[src/rtl/rtc_alarm_pkg.sv]
package rtc_alarm_pkg;
  localparam int ST_W      = 3;
  localparam int ST_ALARM  = 0;
  localparam int ST_PIN    = 1;
  localparam int ST_CLKERR = 2;
  localparam int CTL_AEN   = 2;
  localparam int SEL_LSB   = 4;

  typedef enum logic [1:0] {
    PIN_OFF     = 2'd0,
    PIN_LEVEL   = 2'd1,
    PIN_ALARM   = 2'd2,
    PIN_SLOWCLK = 2'd3
  } pin_sel_e;
endpackage

[src/rtl/alarm_match.sv]
module alarm_match #(
  parameter int CNT_W = 32
) (
  input  logic [CNT_W-1:0] count_i,
  input  logic [CNT_W-1:0] alarm_i,
  input  logic             tick_i,
  input  logic             en_i,
  output logic             hit_o
);
  // compare only on the tick so a held match fires once
  assign hit_o = tick_i & en_i & (count_i == alarm_i);
endmodule

[src/rtl/status_sticky.sv]
module status_sticky #(
  parameter int W = 3
) (
  input  logic         clk_i,
  input  logic         rst_ni,
  input  logic [W-1:0] set_i,
  input  logic [W-1:0] clr_i,
  output logic [W-1:0] q_o
);
  for (genvar b = 0; b < W; b++) begin : g_bit
    logic q;
    always_ff @(posedge clk_i or negedge rst_ni) begin
      if (!rst_ni)       q <= 1'b0;
      else if (set_i[b]) q <= 1'b1;   // set beats clear
      else if (clr_i[b]) q <= 1'b0;
    end
    assign q_o[b] = q;


    hold_chk: assert property (@(posedge clk_i) disable iff (!rst_ni)
      (q && !clr_i[b]) |=> q);

    set_wins_chk: assert property (@(posedge clk_i) disable iff (!rst_ni)
      (set_i[b] && clr_i[b]) |=> q);

    no_spurious_chk: assert property (@(posedge clk_i) disable iff (!rst_ni)
      (!q && !set_i[b]) |=> !q);
  end
endmodule

[src/rtl/pin_select.sv]
module pin_select
  import rtc_alarm_pkg::*;
(
  input  logic     clk_i,
  input  logic     rst_ni,
  input  pin_sel_e sel_i,
  input  logic     level_i,
  input  logic     alarm_flag_i,
  input  logic     slow_clk_i,
  output logic     pin_o
);
  always_comb begin
    unique case (sel_i)
      PIN_LEVEL:   pin_o = level_i;
      PIN_ALARM:   pin_o = alarm_flag_i;
      PIN_SLOWCLK: pin_o = slow_clk_i;
      default:     pin_o = 1'b0;
    endcase
  end


  pin_off_chk: assert property (@(posedge clk_i) disable iff (!rst_ni)
    (sel_i == PIN_OFF) |-> !pin_o);
endmodule

[src/rtl/rtc_alarm_unit.sv]
module rtc_alarm_unit
  import rtc_alarm_pkg::*;
#(
  parameter int CNT_W = 32
) (
  input  logic             clk_i,
  input  logic             rst_ni,
  input  logic [CNT_W-1:0] sec_count_i,
  input  logic             sec_tick_i,
  input  logic [CNT_W-1:0] alarm_val_i,
  input  logic [7:0]       ctrl_i,
  input  logic [7:0]       irq_en_i,
  input  logic             clk_err_i,
  input  logic             w1c_valid_i,
  input  logic [7:0]       w1c_mask_i,
  input  logic             pin_level_i,
  input  logic             slow_clk_i,
  output logic [7:0]       status_o,
  output logic             irq_o,
  output logic             pin_o
);
  localparam int PAD_W = 8 - ST_W;

  logic            hit;
  pin_sel_e        sel;
  logic [ST_W-1:0] set_v, clr_v, st, src_en;

  assign sel = pin_sel_e'(ctrl_i[SEL_LSB+1:SEL_LSB]);

  alarm_match #(.CNT_W(CNT_W)) u_match (
    .count_i (sec_count_i),
    .alarm_i (alarm_val_i),
    .tick_i  (sec_tick_i),
    .en_i    (ctrl_i[CTL_AEN]),
    .hit_o   (hit)
  );

  always_comb begin
    set_v            = '0;
    set_v[ST_ALARM]  = hit;
    set_v[ST_PIN]    = hit && (sel == PIN_ALARM);
    set_v[ST_CLKERR] = clk_err_i;
  end

  assign clr_v = w1c_valid_i ? w1c_mask_i[ST_W-1:0] : '0;

  status_sticky #(.W(ST_W)) u_status (
    .clk_i  (clk_i),
    .rst_ni (rst_ni),
    .set_i  (set_v),
    .clr_i  (clr_v),
    .q_o    (st)
  );

  always_comb begin
    src_en            = '0;
    src_en[ST_ALARM]  = irq_en_i[0];
    src_en[ST_CLKERR] = irq_en_i[2];
  end

  assign irq_o    = |(st & src_en);
  assign status_o = {{PAD_W{1'b0}}, st};

  pin_select u_pin (
    .clk_i        (clk_i),
    .rst_ni       (rst_ni),
    .sel_i        (sel),
    .level_i      (pin_level_i),
    .alarm_flag_i (st[ST_PIN]),
    .slow_clk_i   (slow_clk_i),
    .pin_o        (pin_o)
  );


  match_sets_chk: assert property (@(posedge clk_i) disable iff (!rst_ni)
    (sec_tick_i && ctrl_i[CTL_AEN] && (sec_count_i == alarm_val_i)) |=> status_o[ST_ALARM]);

  alarm_off_chk: assert property (@(posedge clk_i) disable iff (!rst_ni)
    (!ctrl_i[CTL_AEN] && !status_o[ST_ALARM]) |=> !status_o[ST_ALARM]);

  pin_flag_sel_chk: assert property (@(posedge clk_i) disable iff (!rst_ni)
    ((ctrl_i[SEL_LSB+1:SEL_LSB] != 2'd2) && !status_o[ST_PIN]) |=> !status_o[ST_PIN]);

  clkerr_sets_chk: assert property (@(posedge clk_i) disable iff (!rst_ni)
    clk_err_i |=> status_o[ST_CLKERR]);

  irq_alarm_chk: assert property (@(posedge clk_i) disable iff (!rst_ni)
    (status_o[ST_ALARM] && irq_en_i[0]) |-> irq_o);

  irq_quiet_chk: assert property (@(posedge clk_i) disable iff (!rst_ni)
    (!status_o[ST_ALARM] && !status_o[ST_CLKERR]) |-> !irq_o);

  pin_alarm_chk: assert property (@(posedge clk_i) disable iff (!rst_ni)
    (ctrl_i[SEL_LSB+1:SEL_LSB] == 2'd2) |-> (pin_o == status_o[ST_PIN]));

  upper_zero_chk: assert property (@(posedge clk_i) disable iff (!rst_ni)
    status_o[7:ST_W] == '0);
endmodule

[config.mk]
export PLATFORM = sky130hd
export DESIGN_NAME = rtc_alarm_unit
export DESIGN_NICKNAME = d
export VERILOG_FILES = /design/src/rtl/rtc_alarm_pkg.sv /design/src/rtl/alarm_match.sv /design/src/rtl/status_sticky.sv /design/src/rtl/pin_select.sv /design/src/rtl/rtc_alarm_unit.sv
export SDC_FILE = /design/constraint.sdc
export NUM_CORES = 1
export LEC_CHECK = 0
export ABC_AREA = 1
export CAP_MARGIN = 20
export CELL_PAD_IN_SITES_DETAIL_PLACEMENT = 1
export CELL_PAD_IN_SITES_GLOBAL_PLACEMENT = 2
export CORE_MARGIN = 4
export CORE_UTILIZATION = 24
export CTS_CLUSTER_SIZE = 10
export DETAILED_ROUTE_END_ITERATION = 8
export DONT_BUFFER_PORTS = 1
export GPL_ROUTABILITY_DRIVEN = 0
export HOLD_SLACK_MARGIN = 0.05
export MAX_ROUTING_LAYER = met4
export PLACE_DENSITY_LB_ADDON = 0.1
export SYNTH_ARGS = -nofsm -noshare
export SYNTH_HDL_FRONTEND = slang
export SYNTH_SLANG_ARGS = --single-unit
[constraint.sdc]
create_clock -name clk_i -period 2.85 [get_ports clk_i]
set_clock_uncertainty 0.2 [all_clocks]
set_input_delay 0.855 -clock clk_i [delete_from_list [all_inputs] [get_ports clk_i]]
set_output_delay 0.855 -clock clk_i [all_outputs]
set_load 0.01 [all_outputs]
-- After elaboration in Yosys (flattened, before gate mapping)
Cells that the tools add are included.
- register bits after elaboration: 3
- output and inout port bits: 10
- eq/ne operators: 4
- mux-type cells: 8
- bitwise logic cells: 3
- reduce and logical (&&, ||, !) cells: 5
- operator list (operator ; number):
    == test 32 bit ; 1
    2-to-1 mux 1 bit ; 6
    nonzero test 2 bit ; 3
    == test 2 bit (second input constant) ; 2
    AND 3 bit ; 1
    2-to-1 mux 3 bit ; 1
    one-hot mux 1 bit (3 select lines) ; 1
    OR reduction 3 bit ; 1
    AND 1 bit ; 2
    == test 2 x 1 -> 1 bit (second input constant) ; 1
    logical AND 1 bit ; 1

-- Longest topological paths before layout
Gate-level depths: netlist of run 1.
- depth in word-level cells: 4
- mapped depth: 10
- mapped depth without buffers: 10

-- Modules after synthesis
From an unflattened synthesis of run 1, not the netlist that was laid out.
- cell total of the unflattened synthesis: 181
- area total of the unflattened synthesis: 844.6 um^2
- by module, submodules not included (module ; instances ; cells each ; area each (um^2) ; sequential area each (um^2)):
    alarm_match ; 1 ; 140 ; 591.8 ; 0.0
    status_sticky ; 1 ; 18 ; 142.6 ; 75.1
    rtc_alarm_unit ; 1 ; 17 ; 82.6 ; 0.0
    pin_select ; 1 ; 6 ; 27.5 ; 0.0

-- Worst setup path after synthesis of run 1
Ideal clock, no wire load.
- path kind: input to output
- start point: input ctrl_i[5]
- end point: output pin_o
- data arrival time: 1.124 ns
- required time: 1.795 ns
- slack: 0.671 ns
- stages: 4
- path buffers: 0
- path through: inv_1 nor2_2 nand2_1 nand3_1
- cells in the longest elaborated chain, start to end: 2
- ends and longest elaborated chain (what ; line ; RTL):
    start, declared ; rtc_alarm_unit.sv:11 ; input logic [7:0] ctrl_i,
    == test 2 bit or == test 2 x 1 -> 1 bit (tied branches) ; pin_select.sv:13 ; unique case (sel_i)
    one-hot mux 1 bit (3 select lines) * ; pin_select.sv:13 ;
    end, declared ; rtc_alarm_unit.sv:20 ; output logic pin_o
Every way passes the cells marked *; elsewhere a longest branch is shown, timed or not.

-- Final worst setup path of run 1
Same ends and word-level chain as after synthesis.

==> results.txt, run 1 <==
post-route DRC violation count = 0
Critical Path AT = 1.16 ns
Clock Latency Late Sink = 0.23 ns
run status = finished clean
routed wl met2 = 1.08 mm
Design Power = 190 uW
CTS tree = built
Synth Flop Type = dfrtp_1
non-filler cells, final = 216
die area = 4380 um2
post-synth top area cell = nand2_1
Final HPWL DP = 2.13 mm
H-tree Lvls = 1
share of cells above drive strength 1 = 0.0465
Rows = 20
Reg clk slew, reported paths = 0.04 ns
Synth cell types = 16
via count = 889
Syn Inst Count = 172
met1 wire length = 836 um
hold-fix buffers at CTS = 0
fin nets = 268
routed wire length = 2.23 mm
pin count of the biggest net entering global routing = 4
leakage power = 0.000556 uW
TritonRoute pass-1 iters = 2
Worst VDD drop = 0.0845 mV
Initial Utilization = 0.258
io pins = 105
CP Capture Type = output pin
max reg flops = 3
biggest regs = u_status.g_bit.q: 3 flops
WS Path Type = primary input to output pin
Die Ht = 66.2 um
yosys warns = 0
part of the Yosys area used for sequential elements = 0.0923
Final Max Slew Viols = 0
largest register by flop count = u_status.g_bit.q
FF+latch count, synth = 3
placed cells = 212
Tmin final = 2.21 ns
synth top area cells = nand2_1 33%, inv_1 17%, nor2_1 11%, dfrtp_1 9.2%, xnor2_1 8.6%
Max Buffers Root-to-Sink = 2
Avg Cell Area, Syn = 4.73 um2
port buffer count = 0
total congestion overflow = 0
pwr dens = 223 nW/um2
cts bufs inserted = 3
initial antenna violation count = 0
Routed met3 length = 312 um
RSZ-0062 raised after global routing = false
Die Wd = 66.2 um
post-CTS setup buffer count = 0
Max Cap Violations = 0
number of global-route vias before repair = 976
Post-synth EDFFs = 0
area grow syn2layout = 4.46%
antenna viol nets, final = 0
first-pass GRT wire length = 3.66 mm
post-synth design cell area = 813 um2
Worst Hold Class = primary input to asynchronous set/reset pin
WL/cell = 10.3 um
Final Cycle Share = 0.777
post_cts resized = 0
CTS sink cnt = 3
via/cell ratio = 4.12
highest routed layer = met3
Async SR Flop Fraction = 1.00
core area = 3150 um2
root buffer cell = clkbuf_4
fill cell count = 475
Hold Violations, Final = 0
worst-path fanout max = 2
n_diodes = 0
CP Data Required Time = 1.80 ns
Startpoint Class = primary input
DR iter-0 viols = 11
Setup-failing EPs final = 0
top-count cell post-synth = nand2_1
All-Layer GR Usage = 0.103
hold_ws = 0.121 ns
Fmax = 0.452 GHz
Total Neg Setup Slack = 0 ns
Yosys top cell area share = 0.328
commonest cells in the netlist = 71 x nand2_1, 37 x inv_1, 24 x nor2_1, 8 x buf_4, 8 x xnor2_1
[final cells by class]
cell class	count	area [um2]	share of cell area
Clock buffer	4	26.3	0.0309
Inverter	40	150	0.177
Multi-Input combinational cell	125	543	0.639
Sequential cell	3	75.1	0.0884
Tap cell	44	55.1	0.0648
[metrics by stage]
stage	worst slack, ns	utilization	instance area (um2)
6_report	0.635	0.269	850
5_1_grt	0.575	0.269	850
4_1_cts	0.623	0.269	850
3_5_place_dp	0.624	0.261	823
3_3_place_gp	0.627	0.261	823
2_1_floorplan	0.671	-	828
[cell families after synthesis]
| family | after synthesis | synth area share |
|---|---|---|
| simple gates | 105 | 0.506 |
| compound gates | 7 | 0.0523 |
| other cells | 1 | 0.00461 |
| flops | 3 | 0.0923 |
| xor+xnor | 8 | 0.0862 |
| buf+inv | 48 | 0.258 |
[placed cells by master (no fill, tap or decap), drive strengths merged]
cell type,synthesis,routed
nand2,71,71
inv,40,40
nor2,26,26
xnor2,8,8
nand3,6,6
conb,1,5
o21ai,4,4
clkbuf,0,4
dfrtp,3,3
or2,2,2
a22o,1,1
o22ai,1,1
a21o,1,1
[worst max-delay path, cell delays in order]
cell,delay (ns)
inv_1,0.04
nor2_2,0.09
nand2_1,0.06
nand3_1,0.12
[where the power goes]
| group | internal (uW) | switching (uW) | total (uW) |
|---|---|---|---|
| Sequential | 43.8 | 1.36 | 45.2 |
| Clock | 52.3 | 20.0 | 72.4 |
| Combinational | 33.7 | 38.3 | 72.0 |
| Total | 130 | 59.7 | 190 |
[path summary, 6_finish.rpt]
| check | from | end | slack (ns) | cells after the start |
|---|---|---|---|---|
| hold reg to reg | u_status.g_bit[2].q | u_status.g_bit[2].q | 0.38 | 1 |
| min in group clk_i | u_status.g_bit[2].q | u_status.g_bit[2].q | 0.38 | 1 |
| setup reg to reg | u_status.g_bit[2].q | u_status.g_bit[2].q | 1.93 | 1 |
| hold / removal | rst_ni | u_status.g_bit[0].q | 0.12 | 0 |
| max in group asynchronous | rst_ni | u_status.g_bit[1].q | 2.26 | 0 |
| setup / recovery | ctrl_i[5] | pin_o | 0.64 | 4 |
[per-layer routing]
metal | up-vias | global-route usage
li1 | 477 | -
met1 | 361 | 0.117
met2 | 51 | 0.187
met3 | 0 | 0.0238
met4 | 0 | 0.0152
met5 | - | -
Power figures use the tool's default switching activity.
==> run 2: changes to the inputs <==
--- a/config.mk
+++ b/config.mk
@@ -10,7 +10,7 @@
 export CELL_PAD_IN_SITES_DETAIL_PLACEMENT = 1
 export CELL_PAD_IN_SITES_GLOBAL_PLACEMENT = 2
 export CORE_MARGIN = 4
-export CORE_UTILIZATION = 24
+export CORE_UTILIZATION = 23
 export CTS_CLUSTER_SIZE = 10
 export DETAILED_ROUTE_END_ITERATION = 8
 export DONT_BUFFER_PORTS = 1
==> constraint.sdc (replaced) <==
create_clock -name clk_i -period 2.25 [get_ports clk_i]
set_clock_uncertainty 0.2 [all_clocks]
set_input_delay 0.675 -clock clk_i [delete_from_list [all_inputs] [get_ports clk_i]]
set_output_delay 0.675 -clock clk_i [all_outputs]
set_load 0.01 [all_outputs]
==> results.txt, run 2 (synthesis gave the netlist of run 1 again) <==
root buffer cell = clkbuf_4
Critical Path Sink = pin_o
CP Buf/Inv Count = 1 (unchanged)
FF-to-FF setup slack = 1.32 ns (-0.61 ns)
routed wire length = 2.26 mm (+1.7%)
n_diodes = 0 (unchanged)
CP max stage cell = nand3_1
Routed met3 length = 315 um (+0.96%)
post-route DRC violation count = 0 (unchanged)
Max Cap Violations = 0 (unchanged)
total congestion overflow = 0 (unchanged)
Final Cycle Share = 0.828
largest register by flop count = u_status.g_bit.q
fin nets = 269 (+0.37%)
commonest non-fill, non-tap cell in the layout = nand2_1
Clock Latency Late Sink = 0.23 ns (about the same)
All-Layer GR Usage = 0.0958 (-0.00744)
via/cell ratio = 4.17 (+1.4%)
Rows = 21 (+5.0%)
most frequent cells in the layout = 71 x nand2_1, 37 x inv_1, 24 x nor2_1, 8 x xnor2_1, 6 x nand3_1
critical-path cell list = inv_1 > nor2_2 > nand2_1 > nand3_1
placed cells = 214 (+0.94%)
die area = 4550 um2 (+3.8%)
CP Data Required Time = 1.37 ns (-0.43 ns)
leakage power = 0.000561 uW (+0.75%)
cts bufs inserted = 3 (unchanged)
Reg2Reg Launch Point = u_status.g_bit[2].q
Fmax = 0.536 GHz
highest routed layer = met3
routed wl met2 = 1.18 mm (+9.5%)
H-tree Lvls = 1 (unchanged)
met1 wire length = 768 um (-8.1%)
Die Wd = 67.5 um (+1.9%)
final worst slack = 0.386 ns (-0.249 ns)
area grow syn2layout = 6.00%
Setup-failing EPs final = 0 (unchanged)
Final HPWL DP = 2.18 mm (+2.4%)
CTS tree = built
TritonRoute pass-1 iters = 4 (+2)
CP Capture Type = output pin
Max stage delay on crit path = 0.12 ns (about the same)
fill cell count = 487 (+2.5%)
Worst VDD drop = 0.0768 mV (-9.1%)
Initial Utilization = 0.242 (-0.0161)
Sw Pwr = 80.8 uW (+35%)
first-pass GRT wire length = 3.31 mm (-9.6%)
DR iter-0 viols = 39 (+28)
Tmin final = 1.86 ns
max reg flops = 3 (unchanged)
pwr dens = 286 nW/um2 (+28%)
internal power = 166 uW (+28%)
Logic pwr share = 0.382 (+0.002)
worst-path fanout max = 2 (unchanged)
RSZ-0062 raised after global routing = false
Final Max Slew Viols = 0 (unchanged)
Post-DP Area = 826 um2 (+0.30%)
run status = finished clean
Top delay family on crit path = simple AND/OR/NAND/NOR gates
dpl ws = 0.380 ns (-0.245 ns)
WL/cell = 10.3 um (+0.27%)
io pins = 105 (unchanged)
Sw Share = 0.328 (+0.0123)
via count = 914 (+2.8%)
port buffer count = 0 (unchanged)
Worst path depth = 4 (unchanged)
Reg clk slew, reported paths = 0.04 ns (about the same)
Worst Hold Class = primary input to flip-flop
non-filler cells, final = 219 (+1.4%)
Hold Violations, Final = 0 (unchanged)
R2R depth = 1 (unchanged)
share of cells above drive strength 1 = 0.0462 (-0.000269)
Design Area, Final = 862 um2 (+1.5%)
number of global-route vias before repair = 919 (-5.8%)
WS Path Type = primary input to output pin
initial antenna violation count = 0 (unchanged)
Startpoint Class = primary input
core area = 3360 um2 (+6.7%)
CTS sink cnt = 3 (unchanged)
CP Launch Point = ctrl_i[5]
antenna viol nets, final = 0 (unchanged)
sequential power share = 0.231 (-0.007)
Die Ht = 67.5 um (+1.9%)
worst r2r dst = u_status.g_bit[2].q
pin count of the biggest net entering global routing = 4 (unchanged)
Clock power frac = 0.387 (+0.005)
Critical Path AT = 0.99 ns (-0.17 ns)
Max Buffers Root-to-Sink = 2 (unchanged)
Total Neg Setup Slack = 0 ns (unchanged)
biggest regs = u_status.g_bit.q: 3 flops
[run 2: worst min path at each step]
stage	start	endpoint	slack (ns)	cells after the start
2_1_floorplan	rst_ni	u_status.g_bit[0].q	0.18	0
3_3_place_gp	rst_ni	u_status.g_bit[1].q	0.18	0
3_5_place_dp	rst_ni	u_status.g_bit[2].q	0.18	0
4_1_cts	clk_err_i	u_status.g_bit[2].q	0.34	1
5_1_grt	clk_err_i	u_status.g_bit[2].q	0.34	1
6_report	clk_err_i	u_status.g_bit[2].q	0.34	1
[run 2: per-layer routing]
layer,GRT usage,up-vias
li1,-,478
met1,0.0960,384
met2,0.177,52
met3,0.0266,0
met4,0.0304,0
met5,-,-
[run 2: final cells by class]
class / count / area, um2 / share of cell area
flip-flops and latches: 3 / 75.1 / 0.0871
repair buffers: 1 / 10.0 / 0.0116
inverters: 40 / 150 / 0.174
clock buffers: 4 / 26.3 / 0.0305
well taps: 46 / 57.6 / 0.0668
multi-input cells: 125 / 543 / 0.630
[run 2: repair_timing]
action,CTS,global route
gates resized for setup,0,0
endpoints found under the hold margin,3,0
hold buffers,1,0
buffers inserted,0,0
[run 2: power by group through the flow]
stage               logic, uW  clock network, uW  registers (uW)
finish                   94.1               95.4            57.1
CTS                      96.9               96.6            57.1
detailed placement       94.0                  0            57.9
floorplan                89.2                  0            56.8
global placement         90.5                  0            57.8
global route              113                104            57.4
[run 2: per-stage QoR]
stage	hold slack (ns)	power (uW)	util
after floorplan	0.179	146	-
after global placement	0.180	148	0.246
after detailed placement	0.180	152	0.246
after CTS	0.336	251	0.256
after global routing	0.340	274	0.256
final	0.344	247	0.256
==> run 3: changes to the inputs <==
--- a/config.mk
+++ b/config.mk
@@ -5,7 +5,7 @@
 export SDC_FILE = /design/constraint.sdc
 export NUM_CORES = 1
 export LEC_CHECK = 0
-export ABC_AREA = 1
+export ABC_AREA = 0
 export CAP_MARGIN = 20
 export CELL_PAD_IN_SITES_DETAIL_PLACEMENT = 1
 export CELL_PAD_IN_SITES_GLOBAL_PLACEMENT = 2
==> constraint.sdc (replaced) <==
create_clock -name clk_i -period 1.8 [get_ports clk_i]
set_clock_uncertainty 0.2 [all_clocks]
set_input_delay 0.54 -clock clk_i [delete_from_list [all_inputs] [get_ports clk_i]]
set_output_delay 0.54 -clock clk_i [all_outputs]
set_load 0.01 [all_outputs]
==> results.txt, run 3 <==
run status = finished, violations left
failing checks = negative setup slack
routed wire length = 1.72 mm (-24%)
part of the Yosys area used for sequential elements = 0.122 (+0.0299)
top-count cell post-synth = xnor2_1
post-route DRC violation count = 0 (unchanged)
WL/cell = 15.0 um (+46%)
Synth cell types = 20 (+4)
DR iter-0 viols = 8 (-79%)
H-tree Lvls = 1 (unchanged)
post-CTS setup buffer count = 0 (unchanged)
area grow syn2layout = 12.0%
Max Buffers Root-to-Sink = 2 (unchanged)
first-pass GRT wire length = 2.33 mm (-30%)
Fmax = 0.550 GHz
via count = 554 (-39%)
final worst slack = -0.0171 ns (-0.403 ns)
Die Ht = 59.7 um (-12%)
worst-path fanout max = 3 (+1)
Syn Inst Count = 81 (-53%)
Critical Path AT = 1.08 ns (+0.09 ns)
CTS tree = built
Synth Flop Type = dfrtp_1
commonest non-fill, non-tap cell in the layout = xnor2_1
Total Neg Setup Slack = -0.0171 ns (-0.0171 ns)
fill cell count = 325 (-33%)
CTS sink cnt = 3 (unchanged)
Storage cell area = 76.3 um2 (+1.7%)
WS Path Type = flip-flop to output pin
biggest regs = u_status.g_bit.q: 3 flops
Reg clk slew, reported paths = 0.04 ns (about the same)
Worst VDD drop = 0.215 mV (+180%)
FF+latch count, synth = 3 (unchanged)
total congestion overflow = 0 (unchanged)
Hold Violations, Final = 0 (unchanged)
via/cell ratio = 4.86 (+16%)
Initial Utilization = 0.244 (+0.00174)
pwr dens = 421 nW/um2 (+47%)
Final Cycle Share = 1.01
core area = 2520 um2 (-25%)
fin nets = 180 (-33%)
io pins = 105 (unchanged)
max reg flops = 3 (unchanged)
Rows = 18 (-14%)
Final HPWL DP = 1.63 mm (-25%)
Post-synth EDFFs = 0 (unchanged)
CP Data Required Time = 1.06 ns (-0.31 ns)
Yosys top cell area share = 0.271 (-0.0568)
largest register by flop count = u_status.g_bit.q
cts bufs inserted = 3 (unchanged)
yosys warns = 0 (unchanged)
Final Max Slew Viols = 0 (unchanged)
synth top area cells = xnor2_1 27%, dfrtp_1 12%, buf_4 9.8%, nand2_1 6.1%, nor2b_1 6.1%
hold_ws = 0.205 ns (-0.138 ns)
post-synth top area cell = xnor2_1
Design Power = 289 uW (+17%)
port buffer count = 0 (unchanged)
CP Capture Type = output pin
n_diodes = 0 (unchanged)
leakage power = 0.000260 uW (-54%)
die area = 3560 um2 (-22%)
number of global-route vias before repair = 594 (-35%)
Die Wd = 59.7 um (-12%)
Setup-failing EPs final = 1 (+1)
Startpoint Class = flip-flop
post-synth design cell area = 614 um2 (-24%)
Multi-input gate area = 504 um2 (-7.1%)
Worst Hold Class = primary input to flip-flop
Avg Cell Area, Syn = 7.58 um2 (+60%)
commonest cells in the netlist = 19 x xnor2_1, 10 x nand2_1, 8 x buf_4, 6 x nor2b_1
RSZ-0062 raised after global routing = true
Max Cap Violations = 0 (unchanged)
root buffer cell = clkbuf_4
initial antenna violation count = 0 (unchanged)
TritonRoute pass-1 iters = 3 (-1)
Tmin final = 1.82 ns
antenna viol nets, final = 0 (unchanged)
share of cells above drive strength 1 = 0.119 (+0.0728)
Clock Latency Late Sink = 0.23 ns (about the same)
pin count of the biggest net entering global routing = 4 (unchanged)
most frequent cells in the layout = 19 x xnor2_1, 9 x nand2_1, 6 x nor2b_1
Async SR Flop Fraction = 1.00 (unchanged)
All-Layer GR Usage = 0.0896 (-0.00621)
-- run 3: critical path: stages, from the launching register on --
cell     delay (ns)
dfrtp_2        0.43
mux2_4         0.29
nand2_4        0.06
o21ai_4        0.06
-- run 3: metrics by stage --
| stage | cell area [um2] | util | setup slack, ns | std cells |
|---|---|---|---|---|
| 3_5_place_dp | 622 | 0.247 | -0.189 | 109 |
| 4_1_cts | 668 | 0.265 | -0.0395 | 114 |
| 6_report | 688 | 0.273 | -0.0171 | 114 |
| 3_3_place_gp | 622 | 0.247 | -0.152 | 109 |
| 5_1_grt | 688 | 0.273 | -0.0566 | 114 |
| 2_1_floorplan | 629 | - | 0.00371 | 85 |
-- run 3: logic make-up (layout without fill, tap and decap cells) --
logic type,Yosys count,after routing,synth area share
compound gates,10,10,0.136
xor+xnor,23,23,0.328
buf+inv,13,12,0.128
flops,3,3,0.122
mux,1,1,0.0183
other cells,1,5,0.00610
simple gates,30,30,0.261
-- run 3: path summary, 6_finish.rpt --
path                                     start                  end  slack, ns  depth (start not counted)
max in group asynchronous               rst_ni  u_status.g_bit[1].q       0.87                          1
hold reg to reg            u_status.g_bit[2].q  u_status.g_bit[2].q       0.37                          1
min in group asynchronous               rst_ni  u_status.g_bit[2].q       0.36                          1
setup reg to reg           u_status.g_bit[2].q  u_status.g_bit[2].q       0.90                          1
hold / removal                       clk_err_i  u_status.g_bit[2].q       0.21                          1
setup / recovery           u_status.g_bit[1].q                pin_o      -0.02                          3
-- run 3: metal layers --
metal	up-vias	global-route usage	wire, um
li1	269	-	-
met1	235	0.105	592
met2	50	0.151	888
met3	0	0.00648	234
met4	0	0.0475	0
met5	-	-	0
-- run 3: repair_timing --
action                     in CTS  in global routing
hold buffers                    1                  0
cloned                          0                  0
resized for setup               3                  4
setup endpoints to repair       1                  2
hold endpoints to repair        3                  0
pin swaps                       1                  0
-- run 3: layout make-up --
cell class | instances | share of cell area
inverter | 5 | 0.0273
tap | 30 | 0.0545
multi-input combinational | 69 | 0.733
sequential | 3 | 0.111
clock buffer | 4 | 0.0382
timing repair buffer | 3 | 0.0364
-- run 3: power by group --
part / internal (uW) / total [uW] / switching [uW]
clock: 83.0 / 117 / 33.7
combinational: 61.5 / 101 / 39.9
sequential: 69.3 / 71.3 / 2.01
